File: config.mk
export PLATFORM = sky130hd
export DESIGN_NAME = rail_sequencer
export DESIGN_NICKNAME = d
export VERILOG_FILES = /design/src/rtl/rseq_pkg.sv /design/src/rtl/rseq_sync.sv /design/src/rtl/rseq_rail.sv /design/src/rtl/rail_sequencer.sv
export SDC_FILE = /design/constraint.sdc
export NUM_CORES = 1
export LEC_CHECK = 0
export ABC_AREA = 1
export ABC_CLOCK_PERIOD_IN_PS = 3100
export BUFFER_PORTS_ARGS = -buffer_cell sky130_fd_sc_hd__clkbuf_2
export CAP_MARGIN = 10
export CORE_AREA = 2 2 71 141
export CTS_CLUSTER_DIAMETER = 30
export CTS_CLUSTER_SIZE = 25
export DETAILED_ROUTE_END_ITERATION = 12
export DIE_AREA = 0 0 73 143
export PLACE_DENSITY = 0.59
export SETUP_SLACK_MARGIN = 0.1
export SLEW_MARGIN = 10
export SYNTH_ARGS = -nofsm -noshare
export SYNTH_HDL_FRONTEND = slang
export SYNTH_SLANG_ARGS = --single-unit
File: constraint.sdc
create_clock -name clk -period 3.1 [get_ports clk]
set_clock_uncertainty 0.2 [all_clocks]
set_input_delay 0.465 -clock clk [delete_from_list [all_inputs] [get_ports clk]]
set_output_delay 0.465 -clock clk [all_outputs]
set_load 0.01 [all_outputs]
File: src/rtl/rseq_pkg.sv
package rseq_pkg;
   typedef enum logic [1:0] {
      RS_OFF  = 2'd0,
      RS_RAMP = 2'd1,
      RS_ON   = 2'd2,
      RS_TRIP = 2'd3
   } rail_st_e;
endpackage

File: src/rtl/rseq_sync.sv
module rseq_sync #(
   parameter int W      = 3,
   parameter int STAGES = 2
) (
   input  logic         clk,
   input  logic         rst_n,
   input  logic [W-1:0] d,
   output logic [W-1:0] q
);
   logic [W-1:0] chain [STAGES];

   generate
      if (STAGES < 2) begin : g_bad
         $error("rseq_sync needs at least two stages");
      end
   endgenerate

   always_ff @(posedge clk or negedge rst_n) begin
      if (!rst_n) begin
         for (int s = 0; s < STAGES; s++) chain[s] <= '0;
      end else begin
         chain[0] <= d;
         for (int s = 1; s < STAGES; s++) chain[s] <= chain[s-1];
      end
   end

   assign q = chain[STAGES-1];
endmodule

File: src/rtl/rseq_rail.sv
module rseq_rail
   import rseq_pkg::*;
#(
   parameter int SS_LEN = 8,
   parameter int TO_LEN = 20
) (
   input  logic clk,
   input  logic rst_n,
   input  logic hold,
   input  logic permit,
   input  logic pg,
   output logic en,
   output logic ss_on,
   output logic regulated
);
   localparam int TW = $clog2(TO_LEN + 1);
   localparam logic [TW-1:0] TO_LAST = TW'(TO_LEN - 1);
   localparam logic [TW-1:0] SS_END  = TW'(SS_LEN);

   generate
      if (SS_LEN < 1 || TO_LEN <= SS_LEN) begin : g_bad
         $error("rseq_rail: timeout must exceed a nonzero soft-start");
      end
   endgenerate

   rail_st_e       st;
   logic [TW-1:0]  tmr;

   always_ff @(posedge clk or negedge rst_n) begin
      if (!rst_n) begin
         st  <= RS_OFF;
         tmr <= '0;
      end else if (hold) begin
         st  <= RS_OFF;
         tmr <= '0;
      end else begin
         unique case (st)
            RS_OFF: begin
               if (permit) begin
                  st  <= RS_RAMP;
                  tmr <= '0;
               end
            end
            RS_RAMP: begin
               if (!permit)            st <= RS_OFF;
               else if (pg)            st <= RS_ON;
               else if (tmr == TO_LAST) st <= RS_TRIP;
               else                    tmr <= tmr + 1'b1;
            end
            RS_ON: begin
               if (!permit) st <= RS_OFF;
            end
            RS_TRIP: st <= RS_TRIP;
            default: st <= RS_OFF;
         endcase
      end
   end

   assign en        = (st == RS_RAMP) || (st == RS_ON);
   assign ss_on     = (st == RS_RAMP) && (tmr < SS_END);
   assign regulated = (st == RS_ON);
endmodule

File: src/rtl/rail_sequencer.sv
module rail_sequencer #(
   parameter int N_RAIL  = 3,
   parameter int SS_MAIN = 14000,
   parameter int SS_AUX  = 3500,
   parameter int TO_MAIN = 55000,
   parameter int TO_AUX  = 14000
) (
   input  logic              clk,
   input  logic              rst_n,
   input  logic              shdn_n,
   input  logic              uvlo,
   input  logic              otemp,
   input  logic [N_RAIL-1:0] pg_raw,
   output logic              ref_en,
   output logic [N_RAIL-1:0] rail_en,
   output logic [N_RAIL-1:0] ss_active,
   output logic              ready_n
);
   generate
      if (N_RAIL < 2) begin : g_bad
         $error("rail_sequencer needs at least two rails");
      end
   endgenerate

   logic              hold;
   logic [N_RAIL-1:0] pg_s;
   logic [N_RAIL-1:0] reg_ok;
   logic [N_RAIL:0]   chain_ok;
   logic              ref_q;
   logic              rdy_n_q;

   assign hold = !shdn_n || uvlo || otemp;

   rseq_sync #(.W(N_RAIL), .STAGES(2)) u_pg_sync (
      .clk   (clk),
      .rst_n (rst_n),
      .d     (pg_raw),
      .q     (pg_s)
   );

   always_ff @(posedge clk or negedge rst_n) begin
      if (!rst_n) ref_q <= 1'b0;
      else        ref_q <= !hold;
   end

   assign chain_ok[0] = ref_q;

   for (genvar i = 0; i < N_RAIL; i++) begin : g_rail
      localparam int SS_I = (i == 0) ? SS_MAIN : SS_AUX;
      localparam int TO_I = (i == 0) ? TO_MAIN : TO_AUX;

      rseq_rail #(.SS_LEN(SS_I), .TO_LEN(TO_I)) u_rail (
         .clk       (clk),
         .rst_n     (rst_n),
         .hold      (hold),
         .permit    (chain_ok[i]),
         .pg        (pg_s[i]),
         .en        (rail_en[i]),
         .ss_on     (ss_active[i]),
         .regulated (reg_ok[i])
      );

      assign chain_ok[i+1] = chain_ok[i] && reg_ok[i] && pg_s[i];
   end

   always_ff @(posedge clk or negedge rst_n) begin
      if (!rst_n)    rdy_n_q <= 1'b1;
      else if (hold) rdy_n_q <= 1'b1;
      else           rdy_n_q <= !chain_ok[N_RAIL];
   end

   assign ref_en  = ref_q;
   assign ready_n = rdy_n_q;
endmodule

* Word level (Yosys, flattened, before mapping)
Index checks and enable logic that the tools add are counted.
** Word-level totals
- Bits in registers :: 58
- Input port bits :: 8
- Output and inout port bits :: 8
- Logic and storage cells :: 115
** Operators by class
- Add/sub/neg operators :: 3
- Magnitude comparators :: 3
- Eq/ne operators :: 30
- Muxes and demuxes :: 40
- Reduce and logical (&&, ||, !) cells :: 29
** Operators by type and width (count)
- 2-to-1 mux 14 bit :: 10
- 2-to-1 mux 16 bit :: 5
- one-hot mux 14 bit (2 select lines) :: 2
- 2-to-1 mux 2 bit :: 18
- != test 3 bit, second input constant :: 11
- one-hot mux 16 bit (2 select lines) :: 1
- adder 14 x 1 -> 14 bit, second input constant :: 2
- equality test 14 bit, second input constant :: 2
- < comparator 14 x 12 -> 1 bit, second input constant :: 2
- one-hot mux 2 bit (4 select lines) :: 3
- adder 16 x 1 -> 16 bit, second input constant :: 1
- equality test 16 bit, second input constant :: 1
- < comparator 16 x 14 -> 1 bit, second input constant :: 1
- AND reduction 5 bit :: 3
- equality test 2 bit, second input constant :: 6
- != test 3 x 2 -> 1 bit, second input constant :: 4
- != test 5 bit, second input constant :: 2
- logical AND 1 bit :: 9
- AND reduction 3 bit :: 3
- nonzero test 3 bit :: 3
- equality test 2 x 1 -> 1 bit, second input constant :: 3
- logical NOT 2 bit :: 3
- logical OR 1 bit :: 5
- != test 5 x 4 -> 1 bit, second input constant :: 1
- other kinds (2) :: 4

* Longest topological paths before layout
Gate-level depths: netlist of run 1.
- Depth after elaboration :: 9
- Gate-level depth with buffers :: 12
- Gate-level depth less buffers :: 12

* Modules after synthesis
Synthesis of run 1 repeated with hierarchy kept, for this count alone.
** Unflattened totals
- Cell total of the unflattened synthesis :: 618
- Area total of the unflattened synthesis :: 4151.5 µm²
** By module, submodules not included
- rseq_rail (g_rail[1].u_rail ...) :: times used 2, cells each 190, area an instance 1248.7 µm², sequential area each 400.4 µm²
- rseq_rail (g_rail[0].u_rail) :: times used 1, cells each 216, area an instance 1373.8 µm², sequential area each 450.4 µm²
- rseq_sync :: times used 1, cells each 9, area an instance 172.7 µm², sequential area each 150.1 µm²
- rail_sequencer :: times used 1, cells each 13, area an instance 107.6 µm², sequential area each 51.3 µm²

* Least setup slack after synthesis of run 1
No wires, ideal clock.
- Path kind :: flip-flop to output port
- From :: reg g_rail[1].u_rail.st[1]
- To :: out ss_active[1]
- Arrival time :: 1.237 ns
- Data required time :: 2.435 ns
- Slack :: 1.198 ns
- Stages on the path, launching flop included :: 7
- Buffers on the path :: 2
- Cell sequence :: dfrtp_1 > inv_1 > ha_1 > clkbuf_1 > nand3_1 > nor2_1 > buf_4
** Between the ends
- Word-level cells in the longest chain between the ends :: 2
** RTL lines
- start, declared :: RTL line rseq_rail.sv:26 : rail_st_e st;
- start signal, assigned :: RTL line rseq_rail.sv:31 : st <= RS_OFF;
- start signal, assigned :: RTL line rseq_rail.sv:34 : st <= RS_OFF;
- start signal, assigned :: RTL line rseq_rail.sv:40 : st <= RS_RAMP;
- equality test 2 x 1 -> 1 bit :: RTL line rseq_rail.sv:60 : assign ss_on = (st == RS_RAMP) && (tmr < SS_END);
- logical AND 1 bit :: RTL line rseq_rail.sv:60
- end, declared :: RTL line rail_sequencer.sv:16 : output logic [N_RAIL-1:0] ss_active,
No other way between the ends.

* Worst setup path after layout of run 1
- From :: reg g_rail[0].u_rail.st[1]
- To :: out ss_active[0]
** Between the ends
- Word-level cells in the longest chain between the ends :: 2
** RTL lines (RTL line)
- start, declared :: rseq_rail.sv:26
- start signal, assigned :: rseq_rail.sv:31
- start signal, assigned :: rseq_rail.sv:34
- start signal, assigned :: rseq_rail.sv:40
- equality test 2 x 1 -> 1 bit :: rseq_rail.sv:60
- logical AND 1 bit :: rseq_rail.sv:60
No other way between the ends.

==> qor.yml, run 1 <==
clocking:
  ctsRootBufferMaster: "clkbuf_16"
  numClockSinks: 58
  cts_inserted_buffers: 9
  cts_tree: "yes"
  cts_setup_buffers: 0
  cts_resized: 0
  path_clk_slew_ns: 0.05
  h-tree-depth: 3
  clockBufferDepth: 2
  clk_latency_ns: 0.33
  hold_buffers: 1
global_route:
  antenna_found_initial: 0
  grt_pass1_vias: 3829
  grt_pass1_wl_microns: 17510
  overflow: 0
  grt_max_degree: 34
  gr-usage-all-layers_pct: 21.90
setup_path:
  critPathMaxFanout: 13
  endpoint_kind: "output pin"
  worstSetupPathType: "flip-flop to output pin"
  cp_data_arrival_time_ns: 1.87
  cp.required_ns: 2.43
  start_kind: "flip-flop"
cells_and_area:
  finalNetCount: 642
  areaGrowthSynthToFinish_pct: 10.33
  nFillCells: 977
  drive_above_1_share_pct: 13.00
  multi_input_area_sq_um: 2256
  diodes: 0
  fin_area_sq_um: 4571
  regArea_sq_um: 1453
power:
  clkPwrFrac_pct: 56.3
  total_power_mw: 1.958
  power.internal_mw: 1.526
  power_frac_comb_pct: 4.5
  seqPwrFrac_pct: 39.3
  leakagePower_nw: 2.050
  power_density_nw_per_um2: 428.3
  ir_drop_v: 0.0003285
  switching_share_pct: 22.03
  power.switching_uw: 431.2
flow_run:
  max-cap-violations: 0
floorplan:
  die_w_microns: 73
  start_util_pct: 44.44
  die_height_microns: 143
  pin_count: 16
  die_area_sq_um: 10440
  fp-row-count: 50
  core_sq_um: 9321
route:
  vias: 3849
  dr.pass1.iters: 4
  detail-route-antenna-nets: 0
  avgViaCountPerCell: 5.294
  routed_wl_microns: 10270
  drcViolationCount: 0
  initialDrtViolationCount: 164
  routedWlPerCell_microns: 14.13
synthesis:
  synth.area.top_cells: "dfrtp_1 34%, nand2_1 17%, nor2_1 7.0%"
  yosysSeqAreaShare_pct: 35.06
  synth_commonest_cells: "185 x nand2_1, 77 x nor2_1, 73 x inv_1"
  synth-seq-cells: 58
  syn_inst: 606
  yosysWarnings: 0
  synth_top_area_share_pct: 34.43
  synth_ff_type: "dfrtp_1"
  syn-num-nets: 629
  synth-edff-count: 0
  async_reset_ff_share_pct: 100.0
  synthMostInstantiatedCell: "nand2_1"
  synth_top_area_cell: "dfrtp_1"
  syn_avg_cell_area_sq_um: 6.836
  netlist_area_sq_um: 4143
  synth_cell_types: 34
timing:
  tightest_slew_ns: 0.4833
  fin_tns_setup_ns: 0
  fin_crit_sh_pct: 81.92
  setup_viol_count_final: 0
  min_period_ns: 2.540
  slew_violations: 0
  max_freq_ghz: 0.3938
  rsz0062_at_grt: "no"
  hold_viol_final: 0
  slew_headroom_pct: 67.53
  setup_ws_ns: 0.5605
  fin_hold_ws_ns: 0.03738
worst_hold_path:
  hp-class: "primary input to flip-flop"
place:
  post_dp_cell_area_sq_um: 4233
  port_buffers: 15
  pre_cts_ws_ns: 0.7225
  dp_hpwl_microns: 7720
  routabilityCongestion: 0.8877
status:
  outcome: "finished, final reports clean"
-- power by group through the flow --
stage	Combinational [mW]	Clock, mW	Sequential (mW)
6_report	0.0874	1.10	0.769
3_5_place_dp	0.0889	0	0.782
4_1_cts	0.0902	1.13	0.769
5_1_grt	0.0998	1.16	0.769
2_1_floorplan	0.0618	0	0.781
3_3_place_gp	0.0876	0	0.782
-- cells by family (layout without fill, tap and decap cells) --
group	after synthesis	count (layout)	share of synthesized area, %
buffers and inverters	94	111	10.48
DFF	58	58	35.07
and+or+nand+nor	369	369	39.17
AOI/OAI and AO/OA	66	66	9.906
adders and majority gates	15	15	4.530
xor gates and xnor gates	4	4	0.8456
-- per-stage QoR --
stage / util [%] / cells
after CTS: 49.03 / 727
after global placement: 45.41 / 711
after floorplan: - / 606
final: 49.03 / 727
after global routing: 49.03 / 727
after detailed placement: 45.41 / 711
-- metal layers --
metal / track usage, % / up-vias / share of wire (%)
li1: - / 1962 / -
met1: 22.31 / 1794 / 38
met2: 40.16 / 62 / 55
met3: 3.740 / 31 / 2.3
met4: 12.57 / 0 / 4.6
met5: 0 / - / 0
-- layout make-up --
type | count | area share (%)
Multi-Input combinational cell | 454 | 49.36
Clock buffer | 11 | 5.530
Clock inverter | 4 | 1.642
Sequential cell | 58 | 31.78
Timing Repair Buffer | 21 | 2.683
Inverter | 75 | 6.159
Tap cell | 104 | 2.847
-- state kept, by name (all words and copies together) (netlist names) --
name               cells
u_pg_sync.q            3
u_pg_sync.chain        3
g_rail.u_rail.st       6
ready_n                1
ref_en                 1
g_rail.u_rail.tmr     44
-- placed cells by master (no fill, tap or decap) --
master and count:
bufinv_16 2, inv_1 73, clkbuf_16 9, o21ai_2 16, nand2_4 2, nor4_1 1, nand2_1 185, nor2_2 4
nand4_1 31, o21bai_1 5, o21ai_0 26, o22ai_1 1, o2111ai_1 1, or2_2 2, ha_1 15, inv_2 2
nand3_1 35, buf_4 5, nand3_2 1, nor2_4 2, o21a_1 1, a21oi_1 11, nand2_2 15, clkbuf_2 15
dlygate4sd3_1 1, nor3_2 1, nor2_1 77, dfrtp_1 57, nor3_1 12, xor2_1 4, nand3b_1 1, o21ai_1 5
clkinvlp_4 2, clkbuf_8 2, dfstp_2 1
-- path summary, 6_finish.rpt --
kind | depth (start not counted) | to | slack (ns) | from
max reg2reg | 10 | g_rail[0].u_rail.tmr[15] | 0.69 | g_rail[0].u_rail.st[1]
min | 1 | u_pg_sync.chain[4] | 0.04 | pg_raw[1]
max in group asynchronous | 3 | ready_n | 1.77 | rst_n
min reg2reg | 0 | u_pg_sync.q[1] | 0.15 | u_pg_sync.chain[4]
max | 5 | ss_active[0] | 0.56 | g_rail[0].u_rail.st[1]
min in group asynchronous | 2 | g_rail[0].u_rail.tmr[5] | 0.27 | rst_n
-- worst max-delay path, stage by stage, from the launching register on --
cell      delay [ns]
dfrtp_1         0.40
inv_1           0.09
ha_1            0.44
inv_1           0.14
nor4_1          0.29
clkbuf_2        0.18
No activity file was read; power rests on OpenSTA's default activity.
==> inputs of run 2 (changes only) <==
Settings changed: ABC_CLOCK_PERIOD_IN_PS 3100 to 2600.
Clock period 3.1 ns to 2.6 ns, I/O delays scaled along.
==> run 2 against run 1 <==
Non-clock buffer count grew 5. Die area did not move. Sequential power up 19%. Worst setup slack got worse by 0.17 ns. Critical path depth up 1. Wire length is 3.3% higher. Sequential share of layout area decreased by 0.56 points. Via count up 3.0%. Flip-flop and latch count stayed put. Clock power up 27%. Core utilization up 0.87 points. Critical endpoint is now ss_active[2]. Highest routed layer unchanged.
==> qor.yml, run 2 (synthesis results as in run 1) <==
cells_and_area:
  regMostFlops: "g_rail.u_rail.tmr"
  multi_input_area_sq_um: 2262  # +0.28%
  top_regs: "g_rail.u_rail.tmr x44, g_rail.u_rail.st x6"
  postLayoutCoreUtil_pct: 49.91  # +0.87 points
  areaGrowthSynthToFinish_pct: 12.29
  diodes: 0  # unchanged
  regArea_sq_um: 1453  # unchanged
  final_cell_mix: "185 x nand2_1, 77 x nor2_1, 73 x inv_1"
  finalNetCount: 647  # +0.78%
  largest_reg_flops: 44  # unchanged
  nFillCells: 944  # -3.4%
  final_common_cell: "nand2_1"
  drive_above_1_share_pct: 13.20  # +0.19 points
floorplan:
  die_height_microns: 143  # unchanged
  pin_count: 16  # unchanged
  start_util_pct: 44.44  # unchanged
  core_sq_um: 9321  # unchanged
  fp-row-count: 50  # unchanged
  die_w_microns: 73  # unchanged
  die_area_sq_um: 10440  # unchanged
power:
  total_power_mw: 2.423  # +24%
  power_density_nw_per_um2: 520.8  # +22%
  ir_drop_v: 0.0003900  # +19%
  leakagePower_nw: 2.093  # +2.1%
setup_path:
  rr_startpoint: "g_rail[2].u_rail.tmr[0]"
  cp.required_ns: 2.01  # -0.42 ns
  critPathMaxFanout: 5  # -8
  worstSetupPathType: "flip-flop to output pin"
  endpoint_kind: "output pin"
  rrSetupSlack_ns: 0.49  # -0.20 ns
  start_kind: "flip-flop"
  worstRegToRegCells: 12  # +2
  cp_data_arrival_time_ns: 1.62  # -0.25 ns
  crit_path_start: "g_rail[2].u_rail.tmr[2]"
  reg2reg_to: "g_rail[2].u_rail.tmr[11]"
route:
  routed_wl_microns: 10610  # +3.3%
  dr.pass1.iters: 5  # +1
  detail-route-antenna-nets: 0  # unchanged
  drcViolationCount: 0  # unchanged
  avgViaCountPerCell: 5.411  # +2.2%
  routedWlPerCell_microns: 14.48  # +2.5%
  vias: 3966  # +3.0%
  initialDrtViolationCount: 304  # +85%
place:
  dp_hpwl_microns: 7837  # +1.5%
  port_buffers: 15  # unchanged
  routabilityCongestion: 0.9605  # +8.2%
timing:
  max_freq_ghz: 0.4518
  tightest_slew_ns: 0.4523  # -0.03103 ns
  min_period_ns: 2.213
  rsz0062_at_grt: "no"
  slew_headroom_pct: 69.74  # +2.2 points
  hold_viol_final: 0  # unchanged
  fin_crit_sh_pct: 85.13
  fin_hold_ws_ns: 0.1471  # +0.1097 ns
  fin_tns_setup_ns: 0  # unchanged
  slew_violations: 0  # unchanged
  setup_viol_count_final: 0  # unchanged
clocking:
  path_clk_slew_ns: 0.05  # about the same
  h-tree-depth: 3  # unchanged
  cts_tree: "yes"
  cts_inserted_buffers: 9  # unchanged
  cts_setup_buffers: 0  # unchanged
  clk_latency_ns: 0.33  # about the same
  clockBufferDepth: 2  # unchanged
  ctsRootBufferMaster: "clkbuf_16"
  numClockSinks: 58  # unchanged
worst_hold_path:
  hold_end: "u_pg_sync.q[0]"
  whs_path_depth: 0  # -1
  hold_path.startpoint: "u_pg_sync.chain[3]"
  hp-class: "flip-flop to flip-flop"
global_route:
  gr-usage-all-layers_pct: 22.27  # +0.37 points
  grt_pass1_wl_microns: 17880  # +2.1%
  grt_pass1_vias: 3854  # +0.65%
  grt_max_degree: 59  # +74%
  antenna_found_initial: 0  # unchanged
  overflow: 0  # unchanged
flow_run:
  max-cap-violations: 0  # unchanged
status:
  outcome: "finished, final reports clean"
==> run 2: worst max-delay path by stage <==
| stage | endpoint | depth (start not counted) |
|---|---|---|
| floorplan | ss_active[1] | 6 |
| global placement | g_rail[1].u_rail.tmr[4] | 9 |
| detailed placement | g_rail[1].u_rail.tmr[9] | 8 |
| CTS | ss_active[0] | 8 |
| global route | ss_active[0] | 8 |
| finish | ss_active[2] | 6 |
==> run 2: area by class of cell <==
type	count	share of cell area [%]
multi-input cells	454	48.63
flip-flops and latches	58	31.23
inverters	75	6.052
clock buffers	12	5.299
repair buffers	26	3.873
well taps	104	2.797
clock inverters	4	2.125
==> run 2: where the power goes <==
group	internal (mW)	total, mW	switching (mW)
Sequential	0.911	0.917	0.00594
Clock	0.965	1.40	0.431
Combinational	0.0304	0.110	0.0801
Total	1.91	2.42	0.517
==> run 2: repair_timing <==
| action | 4_1_cts | 5_1_grt |
|---|---|---|
| gates resized for setup | 0 | 1 |
| hold buffers | 4 | 0 |
| setup endpoints to repair | 0 | 1 |
| hold endpoints to repair | 60 | 0 |
==> run 2: layer usage <==
layer  part of all wire (%)  vias up  track usage, %  wire length (microns)
li1                       -     1979               -                      -
met1                     37     1856           23.73                   3963
met2                     55       97           39.78                   5881
met3                    3.1       34           4.023                    324
met4                    4.2        0           12.38                    441
met5                      0        -               0                      0
==> run 2: worst max-delay path, cell delays in order, from the launching register on <==
cell	delay [ns]
dfrtp_1	0.45
nand2_2	0.17
a21oi_1	0.08
o21ai_0	0.18
a21oi_1	0.12
nor3_1	0.14
clkbuf_2	0.16
==> run 2: metrics by stage <==
stage / area (sq um) / std cells / setup WS (ns)
global placement: 4260 / 713 / 0.5386
floorplan: 4143 / 606 / 0.7725
detailed placement: 4260 / 713 / 0.4686
CTS: 4646 / 733 / 0.3356
finish: 4652 / 733 / 0.3867
global route: 4652 / 733 / 0.2393
